[config.mk]
export PLATFORM = sky130hd
export DESIGN_NAME = csk_switch_ctrl
export DESIGN_NICKNAME = d
export VERILOG_FILES = /design/src/rtl/csk_pkg.sv /design/src/rtl/csk_start_edge.sv /design/src/rtl/csk_leb_timer.sv /design/src/rtl/csk_gate_latch.sv /design/src/rtl/csk_cycle_tally.sv /design/src/rtl/csk_switch_ctrl.sv
export SDC_FILE = /design/constraint.sdc
export NUM_CORES = 1
export LEC_CHECK = 0
export ABC_CLOCK_PERIOD_IN_PS = 2300
export BUFFER_PORTS_ARGS = -buffer_cell sky130_fd_sc_hd__clkbuf_2
export CORE_MARGIN = 2
export CORE_UTILIZATION = 40
export DETAILED_ROUTE_END_ITERATION = 10
export PLACE_DENSITY_LB_ADDON = 0.08
export SLEW_MARGIN = 15
export SYNTH_ARGS = -nofsm -noshare
export SYNTH_HDL_FRONTEND = slang
export SYNTH_SLANG_ARGS = --single-unit
[constraint.sdc]
create_clock -name clk -period 2.3 [get_ports clk]
set_input_delay 0.345 -clock clk [delete_from_list [all_inputs] [get_ports clk]]
set_output_delay 0.345 -clock clk [all_outputs]
set_load 0.02 [all_outputs]
[src/rtl/csk_pkg.sv]
package csk_pkg;

  typedef enum logic [1:0] {
    DEC_IDLE = 2'd0,
    DEC_TAKE = 2'd1,
    DEC_SKIP = 2'd2
  } csk_dec_e;

  // Period decision at a start edge: take only if every condition permits.
  function automatic csk_dec_e csk_decide(input logic start, input logic fb,
                                          input logic dmax, input logic prot);
    if (!start)                  return DEC_IDLE;
    else if (fb && dmax && prot) return DEC_TAKE;
    else                         return DEC_SKIP;
  endfunction

  // Over-current only counts when the pulse is on and blanking has run out.
  function automatic logic csk_trip(input logic on, input logic blanking,
                                    input logic ilim);
    return on && !blanking && ilim;
  endfunction

  // Any reason that ends the pulse for the rest of the period.
  function automatic logic csk_must_end(input logic dmax, input logic prot,
                                        input logic trip);
    return !dmax || !prot || trip;
  endfunction

endpackage

[src/rtl/csk_start_edge.sv]
module csk_start_edge (
  input  logic clk,
  input  logic rst_n,
  input  logic strobe_i,
  output logic rise_o
);
  logic strobe_q;

  always_ff @(posedge clk or negedge rst_n) begin
    if (!rst_n) strobe_q <= 1'b0;
    else        strobe_q <= strobe_i;
  end

  assign rise_o = strobe_i && !strobe_q;
endmodule

[src/rtl/csk_leb_timer.sv]
module csk_leb_timer #(
  parameter int BLANK_CYC = 55
) (
  input  logic clk,
  input  logic rst_n,
  input  logic load_i,
  output logic blanking_o
);
  localparam int BW = $clog2(BLANK_CYC + 2);
  localparam logic [BW-1:0] LOAD_VAL = BW'(BLANK_CYC);

  logic [BW-1:0] remain_q;

  always_ff @(posedge clk or negedge rst_n) begin
    if (!rst_n)              remain_q <= '0;
    else if (load_i)         remain_q <= LOAD_VAL;
    else if (remain_q != '0) remain_q <= remain_q - 1'b1;
  end

  assign blanking_o = (remain_q != '0);
endmodule

[src/rtl/csk_gate_latch.sv]
module csk_gate_latch (
  input  logic clk,
  input  logic rst_n,
  input  logic set_i,
  input  logic clr_i,
  output logic on_o
);
  // A new period start wins over a clear left over from the previous one.
  always_ff @(posedge clk or negedge rst_n) begin
    if (!rst_n)     on_o <= 1'b0;
    else if (set_i) on_o <= 1'b1;
    else if (clr_i) on_o <= 1'b0;
  end
endmodule

[src/rtl/csk_cycle_tally.sv]
module csk_cycle_tally
  import csk_pkg::*;
#(
  parameter int CNT_W = 16
) (
  input  logic             clk,
  input  logic             rst_n,
  input  csk_dec_e         dec_i,
  output logic [CNT_W-1:0] on_cnt_o,
  output logic [CNT_W-1:0] skip_cnt_o
);
  always_ff @(posedge clk or negedge rst_n) begin
    if (!rst_n) begin
      on_cnt_o   <= '0;
      skip_cnt_o <= '0;
    end else begin
      case (dec_i)
        DEC_TAKE: on_cnt_o   <= on_cnt_o + 1'b1;
        DEC_SKIP: skip_cnt_o <= skip_cnt_o + 1'b1;
        default:  ;
      endcase
    end
  end
endmodule

[src/rtl/csk_switch_ctrl.sv]
module csk_switch_ctrl
  import csk_pkg::*;
#(
  parameter int BLANK_CYC = 55,
  parameter int CNT_W     = 16
) (
  input  logic             clk,
  input  logic             rst_n,
  input  logic             cyc_start_i,
  input  logic             dmax_win_i,
  input  logic             fb_en_i,
  input  logic             ilim_i,
  input  logic             prot_en_i,
  output logic             gate_req_o,
  output logic [CNT_W-1:0] cyc_on_cnt_o,
  output logic [CNT_W-1:0] cyc_skip_cnt_o
);
  // Named internal events, visible to the bound checker.
  logic     start_pulse;
  logic     blank_active;
  logic     gate_q;
  logic     ilim_trip;
  logic     gate_set;
  logic     gate_clr;
  csk_dec_e decision;

  csk_start_edge u_edge (
    .clk      (clk),
    .rst_n    (rst_n),
    .strobe_i (cyc_start_i),
    .rise_o   (start_pulse)
  );

  always_comb begin
    decision  = csk_decide(start_pulse, fb_en_i, dmax_win_i, prot_en_i);
    gate_set  = (decision == DEC_TAKE);
    ilim_trip = csk_trip(gate_q, blank_active, ilim_i);
    gate_clr  = csk_must_end(dmax_win_i, prot_en_i, ilim_trip);
  end

  csk_leb_timer #(.BLANK_CYC(BLANK_CYC)) u_leb (
    .clk        (clk),
    .rst_n      (rst_n),
    .load_i     (gate_set),
    .blanking_o (blank_active)
  );

  csk_gate_latch u_latch (
    .clk   (clk),
    .rst_n (rst_n),
    .set_i (gate_set),
    .clr_i (gate_clr),
    .on_o  (gate_q)
  );

  csk_cycle_tally #(.CNT_W(CNT_W)) u_tally (
    .clk        (clk),
    .rst_n      (rst_n),
    .dec_i      (decision),
    .on_cnt_o   (cyc_on_cnt_o),
    .skip_cnt_o (cyc_skip_cnt_o)
  );

  // The protection enable gates the output directly, with no register delay.
  assign gate_req_o = gate_q && prot_en_i;
endmodule

# After elaboration in Yosys (flattened, before gate mapping)
# Cells that the tools add are included.
# op_classes
muxes,6
eq_ne,2
addsub,3
reduce_logical,15
# ops
op,count
$add 16x1->16 const B,2
$mux 6,2
$logic_and 1x1->1,6
$reduce_bool 6->1,1
$sub 6x1->6 const B,1
$logic_not 1->1,4
$mux 2,2
$reduce_bool 2->1,2
$eq 2x1->1 const B,1
$eq 2x2->1 const B,1
$logic_or 1x1->1,2
$mux 1,2
# word_totals
output_inout_bits,33
elab_cells,31
reg_bits,40

# Logic depth before layout (Yosys ltp)
# Gate-level depths: netlist (run 1).
# logic_depth
word_depth,7
depth_mapped,6
depth_no_buf,6

# Hierarchy
# Synthesis (run 1) repeated with hierarchy kept, for this count alone.
# unflattened
cells_unflattened,170
area_unflattened_um2,1899.3
# modules_own_cells
module,area_per_inst_um2,cells_each,seq_area_each_um2,instances
csk_cycle_tally,1440.1,123,800.8,1
csk_leb_timer,346.6,35,150.1,1
csk_start_edge,38.8,2,25.0,1
csk_switch_ctrl,37.5,7,0.0,1
csk_gate_latch,36.3,3,25.0,1

# Least setup slack after synthesis (run 1)
# OpenSTA, ideal clock, no wires.
# synth_timing
path_kind,flip-flop to flip-flop
startpoint,reg u_tally.skip_cnt_o[3]
endpoint,reg u_tally.skip_cnt_o[15]
t_required_ns,2.172
setup_slack_ns,0.657
path_buffers,0
t_arrival_ns,1.515
path_stages_with_launch,5
path_cell_list,dfrtp_1 nand4_2 nor4_4 or3b_1 xnor2_1
# synth_via
elab_chain_cells,1
# synth_rtl
element,line_no,source
from (decl),csk_cycle_tally.sv:10,output logic [CNT_W-1:0] skip_cnt_o
from (signal assigned),csk_cycle_tally.sv:19,DEC_SKIP: skip_cnt_o <= skip_cnt_o + 1'b1;
$add 16x1->16,csk_cycle_tally.sv:19,
# No other way between the ends.
# A chain may end at the register's enable or synchronous reset.

# Final worst setup path (run 1)
# Ends and elaborated chain as after synthesis.

==> results of run 1 <==
[layout by cell type (no fill, tap or decap), types with 3 or more instances in the layout]
cell type / synthesis / final
nor2_1: 16 / 16
clkbuf_8: 0 / 7
o21ai_0: 3 / 3
nor4_1: 3 / 3
dfrtp_1: 40 / 40
nor3_1: 7 / 7
clkbuf_2: 0 / 39
ha_1: 4 / 4
xor2_1: 16 / 16
nand3_1: 9 / 9
xnor2_1: 16 / 16
nand2_1: 23 / 23
nand4_1: 5 / 5
inv_1: 9 / 9
[logic make-up after synthesis]
group | after synthesis | share of synthesized area, %
flip-flops | 40 | 53.9
AO/OA/AOI/OAI | 7 | 2.49
AND/OR/NAND/NOR | 79 | 22.8
multiplexers | 1 | 0.539
adder cells (fa/ha/maj) | 4 | 2.70
XOR/XNOR | 32 | 15.1
buffers and inverters | 10 | 2.43
[metrics by stage]
step	cells	utilization, %	worst slack (ns)
after floorplan	173	-	0.657
after global placement	264	47.8	0.531
after detailed placement	264	47.8	0.468
after CTS	272	50.7	0.644
after global routing	272	50.7	0.474
final	272	50.7	0.661
[worst min-delay path by stage]
stage,startpoint,to,slack (ns),cells after the start
2_1_floorplan,rst_n,u_edge.strobe_q$_DFF_PN0_,0.05,0
3_3_place_gp,rst_n,u_tally.skip_cnt_o[14]$_DFFE_PN0N_,0.33,1
3_5_place_dp,rst_n,u_tally.skip_cnt_o[15]$_DFFE_PN0N_,0.34,1
4_1_cts,rst_n,u_tally.skip_cnt_o[15]$_DFFE_PN0N_,0.02,1
5_1_grt,rst_n,u_tally.skip_cnt_o[15]$_DFFE_PN0N_,0.05,1
6_report,rst_n,u_tally.skip_cnt_o[15]$_DFFE_PN0N_,0.007,1
[routing by layer]
metal  wire length (um)  track usage, %  vias up
met5                  0               0        -
met4                 36            4.61        0
met3                197            5.14        4
met2               1780            25.6       34
met1               1600            19.4      657
li1                   -               -      673
[flip-flops by register name (all words and copies together) (netlist names)]
register / flops
u_edge.strobe_q: 1
u_tally.on_cnt_o: 16
u_latch.on_o: 1
u_leb.remain_q: 6
u_tally.skip_cnt_o: 16
[area by class of cell]
cell class	count	area (um2)
well taps	52	65.1
flip-flops and latches	40	1000
inverters	9	33.8
repair buffers	40	203
fillers	410	2180
multi-input cells	123	810
clock buffers	7	96.3
clock inverters	1	30.0
[report_power, final]
group | internal, mW | total, mW | switching (mW)
Sequential | 0.841 | 1.01 | 0.174
Clock | 0.383 | 0.625 | 0.242
Combinational | 0.222 | 0.528 | 0.307
==> metrics.txt, run 1 <==
Die H a little over 70 um; YS warnings 0; Crit. End Element flip-flop; Levels on crit path 4; Post-synth EDFFs 0; initial detailed-routing violation count 44; routed length per instance 13.3 um; CTS Sinks 40; Worst Setup EP u_tally.skip_cnt_o[15]$_DFFE_PN0N_; worst-case reg-to-reg path depth 4; buffers and inverters on the worst path 0; Cell Area, Placed approximately 2100 um2; Crit. Startpoint u_tally.skip_cnt_o[3]$_DFFE_PN0N_; Initial Util 42.0%; post-CTS setup repair buffer count 0; fin. max-slew vios 0; slack of the worst reg-to-reg path 0.66 ns; nets 230; most frequent cell after synthesis dfrtp_1; Placer Congestion 0.771; reg2reg start u_tally.skip_cnt_o[3]$_DFFE_PN0N_; largest net degree at the start of global routing 22; Slew headroom ~67%; prevailing post-synth register cell dfrtp_1; core area 4410 um2; Hold Slack 0.00677 ns; Synth area leader dfrtp_1; cell count after synthesis about 170; Clock Path Buffers 2; DRC viols 0; ys async rst share between 90% and 100%; Fmax 610 MHz; clock-pin slew on the worst setup and hold paths 0.08 ns; sequential area share after synthesis 53.9%; CP Max Fanout 6; initial antenna violation count 0; Congestion Overflow GR 0; die width 72.1 um; Slowest-stage cell, CP dfrtp_1; vias post-DR around 1400; Root Buffer clkbuf_8; Avg Cell Area, Syn 10.7 um2; post-DR vias/cell 5.03; clock skew around 0.0082 ns; vias in the first global route 1359; Synth area leaders dfrtp_1, xnor2_1, xor2_1, nand2_1, nor2_1; proportion of layout cells with a drive suffix above 1 24.1%; actual transition at the worst max-transition pin approximately 0.5 ns; syn nets 184; worst path cell trace nand4_2 > nor4_4 > or3b_1 > xnor2_1; critical path class flip-flop to flip-flop; Critical Path Start Type flip-flop; leakage 1.11 nW; # hold bufs at CTS 0; Pre-antenna DRT Iters 4; Top-Level Pins 40; Max VDD drop 0.769 mV; Hold Fails Final Rpt 0; Post-synth top cells dfrtp_1, nand2_1, nor2_1, xnor2_1, xor2_1; Design Area, Final roughly 2200 um2; post-DP HPWL 2690 um; setup TNS 0 ns; H-tree depth 2; FP Rows 24; IO Port Bufs 39; die area 5200 um2; PwrDens 969 nW/um2; max cap viols 0; status completed; crit-path max cell delay about 0.46 ns; Resized cells post-CTS 0; post-route ant nets 0; flops & latches, synth 40; Worst-Skew Late Latency 0.29 ns; Area Growth Syn to Fin 20.6%; fin crit share between 70% and 80%; Global Route Usage Sum 15.5%; mapped cell area about 1900 um2; total wire length 3610 um; Arr. time, crit path around 1.8 ns; Yosys cell types 31; PnR Total Power ~2.2 mW; Inserted Clock Buffers 5; cell family with most CP delay simple AND/OR/NAND/NOR gates; reg2reg end u_tally.skip_cnt_o[15]$_DFFE_PN0N_; Inserted Diodes 0; Yosys top cell area share 53.9%; fin crit period 1.64 ns; final setup fails 0; worst hold path class primary input to asynchronous set/reset pin; Worst Path Required 2.48 ns; RSZ-0062 raised after global routing no; TritonCTS clock tree yes; first-pass GRT wire length 6310 um
Power figures use the tool's default switching activity.
==> inputs of run 2 (changes only) <==
Settings changed: ABC_AREA set to 1, ABC_CLOCK_PERIOD_IN_PS 2300 to 1400.
Clock period 2.3 ns to 1.4 ns, I/O delays scaled along.
==> run 2 against run 1 <==
Effect of this change: global-route usage shrank 0.22 points; power up 61%; fmax is 24% higher; flip-flop and latch count did not move; clock skew down 0.0049 ns; worst hold slack gained 0.063 ns.
==> metrics.txt, run 2 <==
Inserted Clock Buffers 5; post-DR vias/cell 4.62; Synth area leader dfrtp_1; Max VDD drop 0.993 mV; vias post-DR about 1700; die area 5980 um2; Crit. Startpoint u_tally.on_cnt_o[0]$_DFFE_PN0P_; syn nets 256; most common cell after layout, fill and taps aside nand2_1; CP Max Fanout 4; Post-synth EDFFs 0; die width approximately 77 um; Pre-antenna DRT Iters 4; met2 usage 25.6%; Placer Congestion ~0.76; total wire length 4260 um; Worst Path Required around 1.6 ns; RSZ-0062 raised after global routing yes; Inserted Diodes 0; clock skew 0.00329 ns; DRC viols 0; Clock Path Buffers 2; nets about 310; Congestion Overflow GR 0; vias in the first global route around 1700; Critical Path Start Type flip-flop; GR Layer Usage met1 19.3%; critical path class flip-flop to flip-flop; H-tree depth 2; GRT busiest layer met2; ys async rst share 100%; Synth area leaders dfrtp_1, nand2_1, xor2_1, xnor2_1, inv_1; Crit. End Element flip-flop; initial antenna violation count 0; Worst-Skew Late Latency 0.28 ns; CTS Sinks 40; PwrDens between 1000 and 1500 nW/um2; IO Port Bufs 39; filler instances 541; Avg Cell Area, Syn between 8 and 9 um2; biggest regs u_tally.on_cnt_o: 16 flops, u_tally.skip_cnt_o: 16 flops, u_leb.remain_q: 6 flops; TritonCTS clock tree yes; fin. max-slew vios 0; Die H 77.3 um; proportion of layout cells with a drive suffix above 1 a little under a third; reg2reg start u_tally.on_cnt_o[0]$_DFFE_PN0P_; Area Growth Syn to Fin 23.6%; met3 Use GR 4.35%; most frequent cell after synthesis nand2_1; Yosys cell types 26; prevailing post-synth register cell dfrtp_1; fin crit share a little over nine tenths; sequential area share after synthesis approximately 47%; cell count after synthesis between 200 and 250; Root Buffer clkbuf_8; complex-gate fraction of the synthesized area 2.04%; Fmax 757 MHz; fin crit period 1.32 ns; largest net degree at the start of global routing 41; setup TNS 0 ns; commonest cells after routing, fill and taps aside nand2_1, clkbuf_2, dfrtp_1; Hold Fails Final Rpt 0; worst hold path class primary input to flip-flop; initial detailed-routing violation count 67; Finished Layout Cells roughly 370; Hold Slack 0.0695 ns; area share of and/or/nand/nor cells after synthesis about a third; Slew headroom 71.5%; post-synthesis adder-cell area fraction 2.33%; core area just over 5000 um2; Cell Area, Placed 2480 um2; # placed instances 359; Finished Core Util between 50 and 60%; register cell area after layout 1010 um2; Yosys top cell area share between 40 and 50%; largest family of logic cells by synthesized area simple AND/OR/NAND/NOR gates; leakage 1.36 nW; HP Start cyc_start_i; actual transition at the worst max-transition pin ~0.42 ns; mux contribution to synthesized area 0%; Post-synth top cells nand2_1, dfrtp_1, inv_1, nor2_1, xor2_1; Global Route Usage Sum 15.3%; Arr. time, crit path about 1.5 ns; FP Rows 26; mapped cell area 2150 um2; Synth Area in XOR/XNOR about a tenth; max cap viols 0; status completed; post-route ant nets 0; final setup fails 0; Top-Level Pins 40; Design Area, Final 2660 um2; Multi-input gate area about 1100 um2; flops & latches, synth 40; first-pass GRT wire length 7380 um; routed length per instance 11.5 um; Initial Util 41.8%; post-DP HPWL roughly 3200 um; clock-pin slew on the worst setup and hold paths 0.07 ns; YS warnings 0
## run 2: cell types whose count changed in the layout (fill, tap and decap cells not counted), sizes merged, moves of 4 or more
cell	before	now
a21oi	1	5
nor2	16	32
nand3b	0	4
inv	9	26
nand2	23	82
buf	1	10
nor4	4	0
xnor2	16	10
## run 2: routing by layer
| metal | wire length (um) | vias to the layer above |
|---|---|---|
| li1 | - | 877 |
| met1 | 2020 | 807 |
| met2 | 2050 | 27 |
| met3 | 165 | 2 |
| met4 | 25 | 0 |
| met5 | 0 | - |
## run 2: worst max-delay path: stages (launching register included)
cell and delay (ns):
dfrtp_2 0.42, buf_4 0.13, nand2_1 0.05, nor2_2 0.14, nand2_1 0.11, nor2_4 0.15
nand2_1 0.08, xor2_1 0.14
## run 2: cell families after synthesis
logic type      after synthesis
xor+xnor                     23
fa+ha+maj                     4
buf+inv                      27
flops                        40
simple gates                143
compound gates                8
## run 2: cell type report
class,instances,share of cell area (%)
inverter,26,3.86
sequential,40,37.9
multi-input combinational,178,40.3
clock buffer,7,3.63
timing repair buffer,50,11.0
tap,70,3.30
## run 2: repair_timing
action	4_1_cts	5_1_grt
endpoints found under the hold margin	40	0
endpoints found under the setup margin	0	9
gates resized for setup	0	12
buffers inserted	0	4
hold buffers	1	0
## run 2: path summary, 6_finish.rpt
path,to,slack [ns],cells after the start
max,u_tally.on_cnt_o[11]$_DFFE_PN0P_,0.08,7
min,u_edge.strobe_q$_DFF_PN0_,0.07,1
max reg2reg,u_tally.on_cnt_o[11]$_DFFE_PN0P_,0.08,7
min reg2reg,u_leb.remain_q[3]$_DFFE_PN0P_,0.48,1
max in group asynchronous,u_tally.on_cnt_o[1]$_DFFE_PN0P_,0.74,3
min in group asynchronous,u_tally.on_cnt_o[5]$_DFFE_PN0P_,0.44,3
## run 2: through the flow
| stage | power (mW) | worst slack [ns] |
|---|---|---|
| after CTS | 3.45 | 0.0317 |
| final | 3.50 | 0.0788 |
| after detailed placement | 2.60 | 0.0435 |
| after global placement | 2.59 | 0.0651 |
| after global routing | 3.77 | -0.00523 |
| after floorplan | 2.27 | 0.0477 |
## run 2: where the power goes
group | switching (mW) | internal, mW
Clock | 0.389 | 0.439
Combinational | 0.598 | 0.445
Sequential | 0.239 | 1.39
